===== src/rtl/incskip_pkg.sv =====
package incskip_pkg;
  localparam int DATA_W  = 8;
  localparam int FILE_W  = 8;
  localparam int BANK_W  = 4;
  localparam int ADDR_W  = BANK_W + FILE_W;
  localparam int INSTR_W = 16;
  localparam int OPC_W   = 6;

  localparam logic [OPC_W-1:0] OPC_SKZ  = 6'b001111;
  localparam logic [OPC_W-1:0] OPC_SKNZ = 6'b010010;

  typedef enum logic [1:0] {
    PH_DEC = 2'd0,
    PH_RD  = 2'd1,
    PH_EXE = 2'd2,
    PH_WR  = 2'd3
  } phase_e;

  typedef enum logic [1:0] {
    OP_NONE = 2'd0,
    OP_SKZ  = 2'd1,
    OP_SKNZ = 2'd2
  } op_e;

  typedef struct packed {
    op_e               op;
    logic              to_file;
    logic              banked;
    logic [FILE_W-1:0] fa;
  } dec_t;
endpackage


===== src/rtl/incskip_decode.sv =====
module incskip_decode
  import incskip_pkg::*;
(
  input  logic [INSTR_W-1:0] instr_i,
  output dec_t               dec_o
);
  localparam int OPC_LSB = INSTR_W - OPC_W;

  logic [OPC_W-1:0] opc;
  assign opc = instr_i[INSTR_W-1:OPC_LSB];

  always_comb begin
    dec_o.op      = OP_NONE;
    dec_o.to_file = instr_i[FILE_W+1];
    dec_o.banked  = instr_i[FILE_W];
    dec_o.fa      = instr_i[FILE_W-1:0];
    if (opc == OPC_SKZ)       dec_o.op = OP_SKZ;
    else if (opc == OPC_SKNZ) dec_o.op = OP_SKNZ;
  end
endmodule


===== src/rtl/incskip_addr.sv =====
module incskip_addr
  import incskip_pkg::*;
#(
  parameter bit                HAS_INDEXED = 1'b1,
  parameter logic [FILE_W-1:0] ACC_LIMIT   = 8'h60,
  parameter logic [BANK_W-1:0] HI_BANK     = '1
) (
  input  logic              banked_i,
  input  logic [FILE_W-1:0] fa_i,
  input  logic [BANK_W-1:0] bsr_i,
  input  logic              ext_mode_i,
  input  logic [ADDR_W-1:0] idx_ptr_i,
  output logic [ADDR_W-1:0] addr_o
);
  logic              low_half;
  logic [ADDR_W-1:0] acc_addr;
  logic [ADDR_W-1:0] bank_addr;

  assign low_half  = fa_i < ACC_LIMIT;
  assign acc_addr  = {(low_half ? {BANK_W{1'b0}} : HI_BANK), fa_i};
  assign bank_addr = {bsr_i, fa_i};

  generate
    if (HAS_INDEXED) begin : g_idx
      logic [ADDR_W-1:0] idx_addr;
      assign idx_addr = idx_ptr_i + {{(ADDR_W-FILE_W){1'b0}}, fa_i};
      always_comb begin
        if (banked_i)                  addr_o = bank_addr;
        else if (ext_mode_i && low_half) addr_o = idx_addr;
        else                           addr_o = acc_addr;
      end
    end else begin : g_noidx
      logic unused_idx;
      assign unused_idx = ext_mode_i ^ (^idx_ptr_i);
      assign addr_o = banked_i ? bank_addr : acc_addr;
    end
  endgenerate
endmodule


===== src/rtl/incskip_alu.sv =====
module incskip_alu
  import incskip_pkg::*;
(
  input  op_e               op_i,
  input  logic [DATA_W-1:0] opnd_i,
  input  logic [DATA_W-1:0] res_i,
  output logic [DATA_W-1:0] sum_o,
  output logic              take_o
);
  logic is_zero;
  assign sum_o   = opnd_i + {{(DATA_W-1){1'b0}}, 1'b1};
  assign is_zero = (res_i == '0);

  always_comb begin
    unique case (op_i)
      OP_SKZ:  take_o = is_zero;
      OP_SKNZ: take_o = !is_zero;
      default: take_o = 1'b0;
    endcase
  end
endmodule


===== src/rtl/incskip_seq.sv =====
module incskip_seq
  import incskip_pkg::*;
#(
  parameter int SQ_W = 2
) (
  input  logic   clk_i,
  input  logic   rst_ni,
  input  phase_e phase_i,
  input  logic   hit_i,
  input  logic   take_i,
  input  logic   next_two_word_i,
  output logic   active_o,
  output logic   squash_o,
  output logic   skip_o
);
  localparam logic [SQ_W-1:0] SQ_ONE = SQ_W'(1);
  localparam logic [SQ_W-1:0] SQ_TWO = SQ_W'(2);

  logic            active_q;
  logic [SQ_W-1:0] sq_cnt_q;

  assign squash_o = (sq_cnt_q != '0);
  assign active_o = active_q;
  assign skip_o   = active_q && (phase_i == PH_WR) && take_i;

  always_ff @(posedge clk_i or negedge rst_ni) begin
    if (!rst_ni) begin
      active_q <= 1'b0;
      sq_cnt_q <= '0;
    end else begin
      unique case (phase_i)
        PH_DEC: active_q <= hit_i && !squash_o;
        PH_WR: begin
          active_q <= 1'b0;
          if (skip_o)        sq_cnt_q <= next_two_word_i ? SQ_TWO : SQ_ONE;
          else if (squash_o) sq_cnt_q <= sq_cnt_q - SQ_ONE;
        end
        default: ;
      endcase
    end
  end
endmodule


===== src/rtl/incskip_exec.sv =====
module incskip_exec
  import incskip_pkg::*;
#(
  parameter bit                HAS_INDEXED = 1'b1,
  parameter logic [FILE_W-1:0] ACC_LIMIT   = 8'h60,
  parameter logic [BANK_W-1:0] HI_BANK     = 4'hF,
  parameter int                SQ_W        = 2
) (
  input  logic               clk_i,
  input  logic               rst_ni,
  input  logic [1:0]         phase_i,
  input  logic [INSTR_W-1:0] instr_i,
  input  logic [BANK_W-1:0]  bsr_i,
  input  logic               ext_mode_i,
  input  logic [ADDR_W-1:0]  idx_ptr_i,
  input  logic               next_two_word_i,
  output logic [ADDR_W-1:0]  dm_addr_o,
  output logic               dm_re_o,
  input  logic [DATA_W-1:0]  dm_rdata_i,
  output logic               dm_we_o,
  output logic [DATA_W-1:0]  dm_wdata_o,
  output logic               w_we_o,
  output logic [DATA_W-1:0]  w_wdata_o,
  output logic               skip_o,
  output logic               squash_o
);
  phase_e            ph;
  dec_t              dec_live, dec_q;
  logic [DATA_W-1:0] opnd_q, res_q, sum;
  logic              take, active;

  assign ph = phase_e'(phase_i);

  incskip_decode u_dec (
    .instr_i (instr_i),
    .dec_o   (dec_live)
  );

  incskip_addr #(
    .HAS_INDEXED (HAS_INDEXED),
    .ACC_LIMIT   (ACC_LIMIT),
    .HI_BANK     (HI_BANK)
  ) u_addr (
    .banked_i   (dec_q.banked),
    .fa_i       (dec_q.fa),
    .bsr_i      (bsr_i),
    .ext_mode_i (ext_mode_i),
    .idx_ptr_i  (idx_ptr_i),
    .addr_o     (dm_addr_o)
  );

  incskip_alu u_alu (
    .op_i   (dec_q.op),
    .opnd_i (opnd_q),
    .res_i  (res_q),
    .sum_o  (sum),
    .take_o (take)
  );

  incskip_seq #(.SQ_W(SQ_W)) u_seq (
    .clk_i           (clk_i),
    .rst_ni          (rst_ni),
    .phase_i         (ph),
    .hit_i           (dec_live.op != OP_NONE),
    .take_i          (take),
    .next_two_word_i (next_two_word_i),
    .active_o        (active),
    .squash_o        (squash_o),
    .skip_o          (skip_o)
  );

  // field latch and datapath pipeline across phases
  always_ff @(posedge clk_i or negedge rst_ni) begin
    if (!rst_ni) begin
      dec_q  <= '0;
      opnd_q <= '0;
      res_q  <= '0;
    end else begin
      if (ph == PH_DEC && !squash_o) dec_q  <= dec_live;
      if (ph == PH_RD && active)     opnd_q <= dm_rdata_i;
      if (ph == PH_EXE && active)    res_q  <= sum;
    end
  end

  assign dm_re_o    = active && (ph == PH_RD);
  assign dm_we_o    = active && (ph == PH_WR) && dec_q.to_file;
  assign w_we_o     = active && (ph == PH_WR) && !dec_q.to_file;
  assign dm_wdata_o = res_q;
  assign w_wdata_o  = res_q;
endmodule


===== config.mk =====
export PLATFORM = sky130hd
export DESIGN_NAME = incskip_exec
export DESIGN_NICKNAME = d
export VERILOG_FILES = /design/src/rtl/incskip_pkg.sv /design/src/rtl/incskip_decode.sv /design/src/rtl/incskip_addr.sv /design/src/rtl/incskip_alu.sv /design/src/rtl/incskip_seq.sv /design/src/rtl/incskip_exec.sv
export SDC_FILE = /design/constraint.sdc
export NUM_CORES = 1
export LEC_CHECK = 0
export BUFFER_PORTS_ARGS = -buffer_cell sky130_fd_sc_hd__buf_4
export CORE_MARGIN = 10
export CORE_UTILIZATION = 30
export DETAILED_ROUTE_END_ITERATION = 7
export GPL_TIMING_DRIVEN = 0
export PLACE_DENSITY_LB_ADDON = 0.2
export SETUP_SLACK_MARGIN = 0.05
export SLEW_MARGIN = 20
export SYNTH_ARGS = -nofsm -noshare
export SYNTH_HDL_FRONTEND = slang
export SYNTH_SLANG_ARGS = --single-unit

===== constraint.sdc =====
create_clock -name clk_i -period 3.7 [get_ports clk_i]
set_input_delay 1.11 -clock clk_i [delete_from_list [all_inputs] [get_ports clk_i]]
set_output_delay 1.11 -clock clk_i [all_outputs]
set_load 0.1 [all_outputs]

* Word-level counts from Yosys, hierarchy flattened
Index checks and enable logic that the tools add are counted. Widths: inputs -> output; s select.
Word-level totals: register bits after elaboration 31, bits in latches 0, memory bits (writable) 0, ROM bits 0, word-level logic and storage cells 48, memories 0
Operators by class: add/subtract/negate cells 3, $mul 0, divide/modulo/power cells 0, order comparisons 1, equality and inequality tests 7, shifts and indexed selects 0, mux-type cells 10, bitwise operators 0, reductions and logical operators 19
Operator list (number):
- $mux 12 | 2
- $add 12x8->12 | 1
- $mux 2 | 5
- $logic_and 1x1->1 | 9
- $add 8x1->8 const B | 1
- $logic_not 8->1 | 1
- $lt 8x7->1 const B | 1
- $reduce_bool 2->1 | 4
- $eq 2x2->1 const B | 3
- $eq 6x4->1 const B | 1
- $eq 6x5->1 const B | 1
- $eq 2x1->1 const B | 2
- $mux 4 | 1
- $pmux 1 s2 | 2
- $logic_not 1->1 | 3
- $logic_not 2->1 | 1
- $reduce_and 2->1 | 1
- $sub 2x1->2 const B | 1

* Longest topological paths before layout
Gate-level depths: netlist of run 1.
word-level depth 6, gate-level depth with buffers 8, gate-level depth less buffers 8

* Cells and area by module
A second synthesis of run 1 with hierarchy kept.
Unflattened totals: cells, all modules 217, area, all modules 2240.9 µm²
By module, submodules not included:
- incskip_exec | instances 1, cells an instance 74, area each 1169.9 µm²
- incskip_addr | instances 1, cells an instance 89, area each 615.6 µm²
- incskip_seq | instances 1, cells an instance 18, area each 191.4 µm²
- incskip_alu | instances 1, cells an instance 21, area each 151.4 µm²
- incskip_decode | instances 1, cells an instance 15, area each 112.6 µm²

* Worst setup path after synthesis of run 1
Ideal clock, no wire load.
kind input-to-output, start input idx_ptr_i[0], end output dm_addr_o[6], data arrival time 4.490 ns, slack -1.900 ns, stages 8, path through ha_1 inv_1 fa_1 nor2b_1 o31a_1 o21a_1 o21a_1 o31ai_1
On the way: longest elaborated chain between the ends 3
Ends and longest elaborated chain:
- from (decl) | RTL line incskip_exec.sv:15 | input logic [ADDR_W-1:0] idx_ptr_i,
- $add 12x8->12 | RTL line incskip_addr.sv:26 | assign idx_addr = idx_ptr_i + {{(ADDR_W-FILE_W){1'b0}}, fa_i};
- $mux 12 | RTL line incskip_addr.sv:29 | else if (ext_mode_i && low_half) addr_o = idx_addr;
- $mux 12 | RTL line incskip_addr.sv:28 | if (banked_i) addr_o = bank_addr;
- to (decl) | RTL line incskip_exec.sv:17 | output logic [ADDR_W-1:0] dm_addr_o,
Every way passes these cells.

* Worst setup path in the final report of run 1
start input idx_ptr_i[2], end output dm_addr_o[9]
Same word-level chain as after synthesis.

==> run_results.csv, run 1 <==
group,metric,value,unit
power,vdd.ir_drop.worst,387,uV
sta,tightest_slew,0.548,ns
cells_and_area,num_antenna_cells,0,
clock_tree,cts_root_buf,"clkbuf_8",
clock_tree,numCtsBuffers,5,
sta,max_freq,254,MHz
synth,synth_cell_types,45,
synth,yosys_register_bits,31,
worst_setup_path,cp.required,2.59,ns
cells_and_area,instances_no_fill,405,
die,core-area,6870,um^2
sta,hold_ws,0.528,ns
run_status,status,"complete, but fails checks",
cells_and_area,syn2layout_area_growth,53.8,%
run,maxCapViolCount,0,
power,switching_power,1.54,mW
synth,synthArstFlopShare,1.00,
sta,setup_viol,5,
route,drt-pass1-iter-count,4,
sta,rsz0062_at_grt,"yes",
cells_and_area,nets,369,
power,pwr-share-clk,0.117,
die,dieArea,10900,um^2
route,wl_per_cell,13.8,um
synth,synth_top_area_frac,0.363,
route,ant_nets,0,
placed_design,place_area,2990,um^2
worst_setup_path,critPathLaunch,"idx_ptr_i[2]",
route,vias,1910,
power,p_per_area,895,nW/um^2
placed_design,dp_hpwl,4.61,mm
worst_setup_path,crit_path_start_kind,"input pin",
global_route,grt_pass1_wl,9.35,mm
synth,yosys_warnings,0,
worst_setup_path,end_kind,"primary output",
worst_setup_path,crit_type,"in -> out",
power,p_leak,1.55,nW
sta,fin_skew,0.00705,ns
run_status,violations,"setup timing",
placed_design,place_congestion,0.801,
power,swShare,0.526,
placed_design,dpl.cell_count,390,
clock_tree,cts_htree_levels,2,
sta,final_hold_viol_count,0,
synth,ys.flop_type,"dfrtp_1",
die,die_y,104,um
cells_and_area,drive_gt1_frac,0.498,
global_route,antenna_found_initial,0,
clock_tree,cts_tree,"done",
sta,fin_ws,-0.236,ns
global_route,overflow,0,
clock_tree,clock_path_buffers,2,
synth,synth_nets,277,
power,p_comb_frac,0.703,
sta,final-max-slew-violation-count,0,
global_route,grt_pass1_vias,1992,
die,rows,30,
synth,syn_area,2130,um^2
synth,synth_area_leaders,"dfrtp_1 36%, mux2_2 12%, ha_1 8.2%, nand2_1 4.2%, o21ai_0 3.3%",
die,initial_core_util,0.311,
power,finalPower,2.94,mW
synth,synth-edff-count,0,
placed_design,port_buffers,78,
min_path,worstHoldPathType,"reg -> reg",
cells_and_area,most-common-layout-cells,"80 x buf_4, 31 x dfrtp_1, 24 x nand2_1",
route,vias_per_cell,4.72,
synth,seq_area_frac_synth,0.363,
synth,synth_top_area_cell,"dfrtp_1",
cells_and_area,fill_cells,681,
die,io_pins,79,
global_route,grt_start_max_net_pins,32,
min_path,hp-start,"opnd_q[0]",
power,internal_power,1.39,mW
worst_setup_path,crit_arrival,2.83,ns
clock_tree,path_clk_slew,0.07,ns
route,wirelength,5.59,mm
clock_tree,insertion_delay,0.28,ns
route,drtIter0Drc,33,
power,seq_power_share,0.180,
die,die_w,104,um
worst_setup_path,reg2reg_from,"dm_wdata_o[5]",
sta,post-route-period-util,1.06,
cells_and_area,final_common_cell,"buf_4",
synth,syn_inst,216,
route,drc_errors,0,
clock_tree,cts_sinks,31,
global_route,track_usage,0.103,
cells_and_area,postLayoutCellArea,3280,um^2
sta,fin_crit,3.94,ns
sta,maxSlewHeadroom,0.634,
synth,avgSynthCellArea,9.88,um^2
worst_setup_path,critPathMaxFanout,4,
-- flip-flops by register name, summed over array words and instances (netlist names) --
register,cells
dec_q,12
u_seq.active_o,1
u_seq.sq_cnt_q,2
opnd_q,8
dm_wdata_o,8
-- power by group through the flow --
| stage | registers [mW] | clock network [mW] | logic [mW] |
|---|---|---|---|
| global route | 0.545 | 0.368 | 2.19 |
| CTS | 0.530 | 0.355 | 2.06 |
| finish | 0.529 | 0.343 | 2.07 |
| global placement | 0.529 | 0 | 1.85 |
| floorplan | 0.531 | 0 | 1.50 |
| detailed placement | 0.532 | 0 | 1.87 |
-- path summary, 6_finish.rpt --
check,cells past startpoint,slack [ns],endpoint
max in group asynchronous,1,2.65,dec_q[8]
min in group asynchronous,1,0.75,opnd_q[4]
min reg2reg,1,0.53,dm_wdata_o[0]
max reg2reg,4,1.87,u_seq.sq_cnt_q[1]
max,8,-0.24,dm_addr_o[9]
min,1,0.53,dm_wdata_o[0]
-- what timing repair did --
item / 4_1_cts / 5_1_grt
resized for setup: 27 / 3
pin swaps: 13 / 2
hold buffers: 0 / 0
setup buffers: 6 / 1
endpoints found under the setup margin: 11 / 7
-- metal layers --
layer | vias to the layer above | global-route usage | wire length [um]
li1 | 953 | - | -
met1 | 905 | 0.117 | 2400
met2 | 47 | 0.175 | 2850
met3 | 5 | 0.0310 | 287
met4 | 0 | 0.0358 | 60
met5 | - | 0 | 0
-- through the flow --
step	TNS, ns	worst slack [ns]	utilization
6_report	-1.02	-0.236	0.478
5_1_grt	-1.46	-0.322	0.478
4_1_cts	-1.16	-0.256	0.476
3_5_place_dp	-2.51	-0.567	0.436
3_3_place_gp	-2.31	-0.538	0.436
2_1_floorplan	-1.37	-0.587	-
-- synth_stat cells, types with 4 or more instances --
library cell and instances:
dfrtp_1 31, nand2_1 24, mux2_2 22, ha_1 14
o21ai_0 14, inv_1 11, buf_4 8, nand3_1 8
xor2_1 6, a21oi_1 5, nor2_1 5, xnor2_1 5
a21o_1 4, o21a_1 4
-- worst max-delay path, cell delays in order --
cell and delay (ns):
buf_6 0.10, ha_4 0.27, o211ai_1 0.09, o21ai_2 0.26
nand4_1 0.14, mux2i_1 0.15, or4_4 0.53, buf_12 0.18
-- cell type report --
type	count	area (um^2)	share of cell area
clock inverters	2	35.0	0.0107
plain buffers	12	83.8	0.0255
inverters	11	41.3	0.0126
clock buffers	6	82.6	0.0252
well taps	96	120	0.0366
flip-flops and latches	31	776	0.236
multi-input cells	162	1410	0.429
repair buffers	85	734	0.224
-- logic make-up after synthesis --
family / count (synthesis) / share of synthesized area
AO/OA/AOI/OAI: 42 / 0.138
XOR/XNOR: 11 / 0.0451
adder cells (fa/ha/maj): 15 / 0.0914
buffers and inverters: 23 / 0.0580
flip-flops: 31 / 0.363
multiplexers: 25 / 0.130
AND/OR/NAND/NOR: 69 / 0.174
No activity file was read; power rests on OpenSTA's default activity.
==> run 2: changes to the inputs <==
--- a/config.mk
+++ b/config.mk
@@ -5,6 +5,7 @@
 export SDC_FILE = /design/constraint.sdc
 export NUM_CORES = 1
 export LEC_CHECK = 0
+export ABC_AREA = 1
 export BUFFER_PORTS_ARGS = -buffer_cell sky130_fd_sc_hd__buf_4
 export CORE_MARGIN = 10
 export CORE_UTILIZATION = 30
==> run 2 against run 1 <==
Effect of this change:
- the run now ends clean
- wire length increased by 12%
- via count increased by 19%
- critical path depth increased by 6
- die area increased by 5.2%
- clock skew decreased by 0.0035 ns
- largest cell class unchanged
- largest power group unchanged
==> run_results.csv, run 2 <==
group,metric,value,unit
synth,synth_top_area_frac,0.342,
cells_and_area,drive_gt1_frac,0.357,
sta,max_freq,279,MHz
clock_tree,cts_htree_levels,2,
sta,final_hold_viol_count,0,
sta,fin_ws,0.118,ns
power,p_leak,1.79,nW
cells_and_area,syn2layout_area_growth,46.8,%
global_route,grt_start_max_net_pins,32,
synth,syn_inst,316,
global_route,grt_pass1_vias,2288,
placed_design,place_ws,-0.149,ns
cells_and_area,regArea,776,um^2
worst_setup_path,reg2reg_from,"u_seq.sq_cnt_q[0]",
route,vias_per_cell,4.49,
cells_and_area,fill_cells,796,
route,dr_wl_met3,340,um
global_route,antenna_found_initial,0,
cells_and_area,largest_reg_flops,12,
power,vdd.ir_drop.worst,342,uV
global_route,grt_pass1_wl,10.4,mm
route,drc_errors,0,
die,io_pins,79,
power,swShare,0.572,
worst_setup_path,end_kind,"primary output",
sta,final-max-slew-violation-count,0,
worst_setup_path,crit_path_start_kind,"input pin",
worst_setup_path,crit_arrival,2.47,ns
sta,maxSlewHeadroom,0.728,
synth,synth_top_area_cell,"dfrtp_1",
cells_and_area,num_antenna_cells,0,
sta,rsz0062_at_grt,"yes",
worst_setup_path,critPathMaxFanout,3,
worst_setup_path,critPathLaunch,"idx_ptr_i[0]",
placed_design,port_buffers,78,
route,top_layer,"met4",
min_path,hp-start,"dec_q[11]",
die,initial_core_util,0.311,
die,die_w,107,um
clock_tree,cts_sinks,31,
clock_tree,holdBufCountCts,0,
power,pwr-share-clk,0.087,
cells_and_area,fin_util,0.457,
clock_tree,path_clk_slew,0.06,ns
power,p_comb_frac,0.736,
cells_and_area,nets,466,
clock_tree,clock_path_buffers,2,
clock_tree,cts_root_buf,"clkbuf_8",
power,seq_power_share,0.176,
global_route,track_usage,0.110,
synth,yosys_warnings,0,
synth,synthArstFlopShare,1.00,
power,p_per_area,875,nW/um^2
synth,synth_nets,377,
power,switching_power,1.67,mW
route,drt-met1-wl,2.60,mm
sta,tightest_slew,0.407,ns
sta,setup_viol,0,
power,internal_power,1.25,mW
synth,avgSynthCellArea,7.19,um^2
route,wirelength,6.29,mm
worst_setup_path,crit_type,"in -> out",
sta,finalSetupTns,0,ns
global_route,overflow,0,
synth,seq_area_frac_synth,0.342,
min_path,worstHoldPathType,"reg -> reg",
route,drt-pass1-iter-count,4,
cells_and_area,final_common_cell,"nand2_1",
synth,yosys_register_bits,31,
run,maxCapViolCount,0,
synth,synth.most_common_cell,"nand2_1",
cells_and_area,most-common-layout-cells,"86 x nand2_1, 81 x buf_4, 39 x inv_1",
sta,hold_ws,0.492,ns
die,rows,31,
synth,ys.flop_type,"dfrtp_1",
synth,synth-edff-count,0,
run_status,status,"finished clean",
cells_and_area,largest-register,"dec_q",
cells_and_area,multi_input_area,1400,um^2
route,ant_nets,0,
route,drtIter0Drc,51,
die,dieArea,11500,um^2
clock_tree,insertion_delay,0.28,ns
worst_setup_path,cp.required,2.59,ns
synth,synth_cell_types,29,
sta,fin_skew,0.00358,ns
die,die_y,107,um
route,wl_met2,3.33,mm
synth,synthTopCellsByCount,"94 x nand2_1, 43 x inv_1, 31 x dfrtp_1",
die,core-area,7290,um^2
clock_tree,cts_tree,"done",
route,vias,2266,
placed_design,dp_hpwl,5.24,mm
sta,post-route-period-util,0.968,
route,wl_per_cell,12.4,um
cells_and_area,instances_no_fill,505,
sta,fin_crit,3.58,ns
synth,synth_area_leaders,"dfrtp_1 34%, nand2_1 16%, ha_1 7.7%, inv_1 7.1%, nand3_1 6.0%",
placed_design,dpl.cell_count,493,
clock_tree,numCtsBuffers,5,
synth,syn_area,2270,um^2
placed_design,place_congestion,0.829,
## run 2: cell count changes in the layout (fill, tap and decap cells not counted), moves of 9 or more
cell	previous run	this run
nand2_1	24	86
inv_1	10	39
nor2_1	4	28
nand3_1	7	24
mux2_2	22	8
nand2_2	1	10
o21ai_0	9	18
## run 2: power groups by stage
stage                     Combinational, mW  Sequential (mW)  Clock (mW)
after CTS                              2.08            0.507       0.269
after floorplan                        1.51            0.570           0
after detailed placement               1.95            0.510           0
after global routing                   2.29            0.528       0.284
after global placement                 1.93            0.507           0
final                                  2.15            0.514       0.255
## run 2: cell type report
class,count,share of cell area
Timing Repair Buffer,82,0.206
Inverter,43,0.0484
Tap cell,99,0.0372
Sequential cell,31,0.233
Multi-Input combinational cell,229,0.421
Clock buffer,7,0.0229
Clock inverter,1,0.00150
Buffer,13,0.0297
## run 2: worst paths after layout
| path | depth (start not counted) | slack (ns) | end |
|---|---|---|---|
| min in group asynchronous | 1 | 0.76 | opnd_q[4] |
| hold reg to reg | 2 | 0.49 | dec_q[11] |
| setup reg to reg | 5 | 2.28 | dec_q[10] |
| setup / recovery | 14 | 0.12 | dm_addr_o[6] |
| max in group asynchronous | 1 | 2.65 | dec_q[7] |
| hold / removal | 2 | 0.49 | dec_q[11] |
## run 2: worst max-delay path, stage by stage
cell and delay, ns:
buf_6 0.07, ha_4 0.12, inv_2 0.03, fa_2 0.34, inv_2 0.07, nand3_2 0.08, nand3_4 0.10, nand2_2 0.07
nand2_1 0.05, nand2_1 0.06, nand3_2 0.06, o21ai_2 0.06, inv_2 0.07, buf_12 0.16
## run 2: repair_timing
action                     CTS  global route
setup endpoints to repair    6             7
resized for setup           24            14
pin swaps                    4             2
setup buffers                1             3
## run 2: logic make-up after synthesis
family | after synthesis | share of synthesized area
and+or+nand+nor | 165 | 0.312
buffers and inverters | 56 | 0.115
AOI/OAI and AO/OA | 36 | 0.0871
DFF | 31 | 0.342
adders and majority gates | 15 | 0.0860
muxes | 8 | 0.0397
xor gates and xnor gates | 5 | 0.0193
## run 2: metrics by stage
step / total power [mW] / instance area [um^2]
final: 2.92 / 3330
after detailed placement: 2.46 / 3060
after CTS: 2.86 / 3240
after global placement: 2.44 / 3060
after floorplan: 2.08 / 2350
after global routing: 3.11 / 3330
## run 2: routing by layer
layer | vias up | GRT usage
li1 | 1184 | -
met1 | 1026 | 0.117
met2 | 54 | 0.206
met3 | 2 | 0.0341
met4 | 0 | 0.0261
met5 | - | 0
==> run 3: changes to the inputs <==
--- a/config.mk
+++ b/config.mk
@@ -7,7 +7,7 @@
 export LEC_CHECK = 0
 export ABC_AREA = 1
 export BUFFER_PORTS_ARGS = -buffer_cell sky130_fd_sc_hd__buf_4
-export CORE_MARGIN = 10
+export CORE_MARGIN = 2
 export CORE_UTILIZATION = 30
 export DETAILED_ROUTE_END_ITERATION = 7
 export GPL_TIMING_DRIVEN = 0
==> constraint.sdc (replaced) <==
create_clock -name clk_i -period 3.7 [get_ports clk_i]
set_input_delay 1.11 -clock clk_i [delete_from_list [all_inputs] [get_ports clk_i]]
set_output_delay 1.11 -clock clk_i [all_outputs]
set_load 0.005 [all_outputs]
==> run 3 against run 2 <==
Effect of this change:
- fmax fell by 1.3%
- worst setup slack got worse by 0.046 ns
- cell count fell by 0.40%
- hold slack got worse by 0.0028 ns
- power fell by 38%
- sequential power fell by 2%
- cell area fell by 5.8%
- flip-flop and latch count did not move
- clock skew fell by 0.00059 ns
- clock-buffer cell count rose by 1
- combinational power fell by 53%
- via count fell by 0.22%
- critical path type unchanged
- largest cell class unchanged
==> run_results.csv, run 3 (synthesis results as in run 2) <==
group,metric,value,unit
global_route,antenna_found_initial,0,
cells_and_area,num_antenna_cells,0,
die,initial_core_util,0.311,
power,switching_power,0.717,mW
cells_and_area,largest_reg_flops,12,
clock_tree,path_clk_slew,0.06,ns
clock_tree,cts_tree,"done",
worst_setup_path,end_kind,"primary output",
route,wl_per_cell,11.2,um
die,io_pins,79,
route,vias,2261,
run_status,status,"finished clean",
power,pwr-share-clk,0.162,
worst_setup_path,ff2ff_setup_slack,2.30,ns
cells_and_area,final_common_cell,"nand2_1",
sta,finalSetupTns,0,ns
power,internal_power,1.09,mW
worst_setup_path,crit_type,"in -> out",
clock_tree,numCtsBuffers,5,
cells_and_area,fin_util,0.431,
global_route,grt_pass1_vias,2161,
sta,final-max-slew-violation-count,0,
clock_tree,cts_htree_levels,2,
worst_setup_path,cp.required,2.59,ns
sta,max_freq,276,MHz
worst_setup_path,critPathMaxFanout,3,
power,p_comb_frac,0.559,
sta,fin_crit,3.63,ns
worst_setup_path,cp-endpoint,"dm_addr_o[6]",
sta,fin_ws,0.0728,ns
worst_setup_path,crit_path_start_kind,"input pin",
placed_design,port_buffers,78,
sta,setup_viol,0,
placed_design,place_congestion,0.828,
global_route,grt_start_max_net_pins,32,
clock_tree,cts_sinks,31,
die,core-area,7290,um^2
global_route,track_usage,0.139,
power,p_leak,1.75,nW
power,swShare,0.396,
sta,post-route-period-util,0.980,
clock_tree,cts_root_buf,"clkbuf_8",
min_path,worstHoldPathType,"reg -> reg",
run,maxCapViolCount,0,
clock_tree,clock_path_buffers,2,
cells_and_area,most-common-layout-cells,"92 x nand2_1, 88 x buf_4, 41 x inv_1",
cells_and_area,drive_gt1_frac,0.314,
worst_setup_path,r2r_cells,6,
worst_setup_path,crit_arrival,2.52,ns
die,dieArea,8280,um^2
global_route,overflow,0,
route,wirelength,5.64,mm
sta,final_hold_viol_count,0,
clock_tree,holdBufCountCts,0,
worst_setup_path,reg2reg_from,"u_seq.sq_cnt_q[0]",
route,drt-pass1-iter-count,4,
clock_tree,insertion_delay,0.28,ns
die,die_w,91.0,um
route,vias_per_cell,4.50,
power,finalPower,1.81,mW
placed_design,dp_hpwl,4.54,mm
sta,tightest_slew,0.400,ns
sta,rsz0062_at_grt,"yes",
placed_design,place_ws,-0.0621,ns
route,drc_errors,0,
die,rows,31,
power,vdd.ir_drop.worst,198,uV
route,ant_nets,0,
worst_setup_path,r2r_end,"dec_q[1]",
cells_and_area,largest-register,"dec_q",
sta,fin_skew,0.00300,ns
global_route,grt_pass1_wl,9.43,mm
power,p_per_area,576,nW/um^2
cells_and_area,nets,464,
worst_setup_path,critPathLaunch,"idx_ptr_i[0]",
route,drtIter0Drc,41,
die,die_y,91.0,um
sta,maxSlewHeadroom,0.733,
power,seq_power_share,0.280,
cells_and_area,syn2layout_area_growth,38.2,%
[run 3: changes by cell type in the layout (fill, tap and decap cells not counted), moves of 3 or more]
cell | previous run | this run
nand2_1 | 86 | 92
nand2_2 | 10 | 4
ha_1 | 7 | 11
buf_12 | 5 | 1
buf_6 | 4 | 0
ha_4 | 4 | 1
a21oi_4 | 4 | 0
buf_4 | 81 | 88
[run 3: worst max-delay path, stage by stage]
cell	delay, ns
buf_4	0.09
ha_4	0.13
inv_2	0.04
fa_2	0.41
inv_2	0.08
nand3_2	0.07
nand3_2	0.10
nand2_2	0.06
nand3_1	0.07
nand3_1	0.09
o21ai_1	0.08
inv_1	0.06
buf_4	0.13
[run 3: layout make-up]
type / count / area (um^2)
Clock buffer: 8 / 100
Timing Repair Buffer: 80 / 601
Inverter: 43 / 161
Tap cell: 99 / 124
Sequential cell: 31 / 776
Buffer: 13 / 98.8
Multi-Input combinational cell: 229 / 1280
Fill cell: 790 / 4150
[run 3: through the flow]
step           std cells  area, um^2  hold slack, ns
3_3_place_gp         493        2980           0.473
3_5_place_dp         493        2980           0.479
2_1_floorplan        316        2270           0.453
6_report             503        3140           0.489
5_1_grt              503        3140           0.519
4_1_cts              501        3090           0.494
[run 3: how the worst min path moves through the flow]
stage / cells past startpoint / slack, ns / start / end
floorplan: 2 / 0.45 / dec_q[11] / dec_q[11]
global placement: 2 / 0.47 / dec_q[11] / dec_q[11]
detailed placement: 2 / 0.48 / dec_q[11] / dec_q[11]
CTS: 2 / 0.49 / dec_q[11] / dec_q[11]
global route: 2 / 0.52 / dec_q[11] / dec_q[11]
finish: 2 / 0.49 / dec_q[11] / dec_q[11]
[run 3: metal layers]
layer,wire [um],global-route usage
met1,2470,0.169
met2,2810,0.242
met3,276,0.0315
met4,83,0.0480
met5,0,0
[run 3: repair_timing]
| item | CTS | global route |
|---|---|---|
| setup endpoints to repair | 2 | 5 |
| gates resized for setup | 4 | 11 |
| pin swaps | 0 | 1 |
| buffers inserted | 0 | 2 |
[run 3: power by group through the flow]
stage          Clock [mW]  Sequential, mW  Combinational (mW)
2_1_floorplan           0           0.487               0.632
3_3_place_gp            0           0.507               0.950
3_5_place_dp            0           0.510               0.962
4_1_cts             0.300           0.504               0.973
5_1_grt             0.317           0.521                1.14
6_report            0.292           0.506                1.01
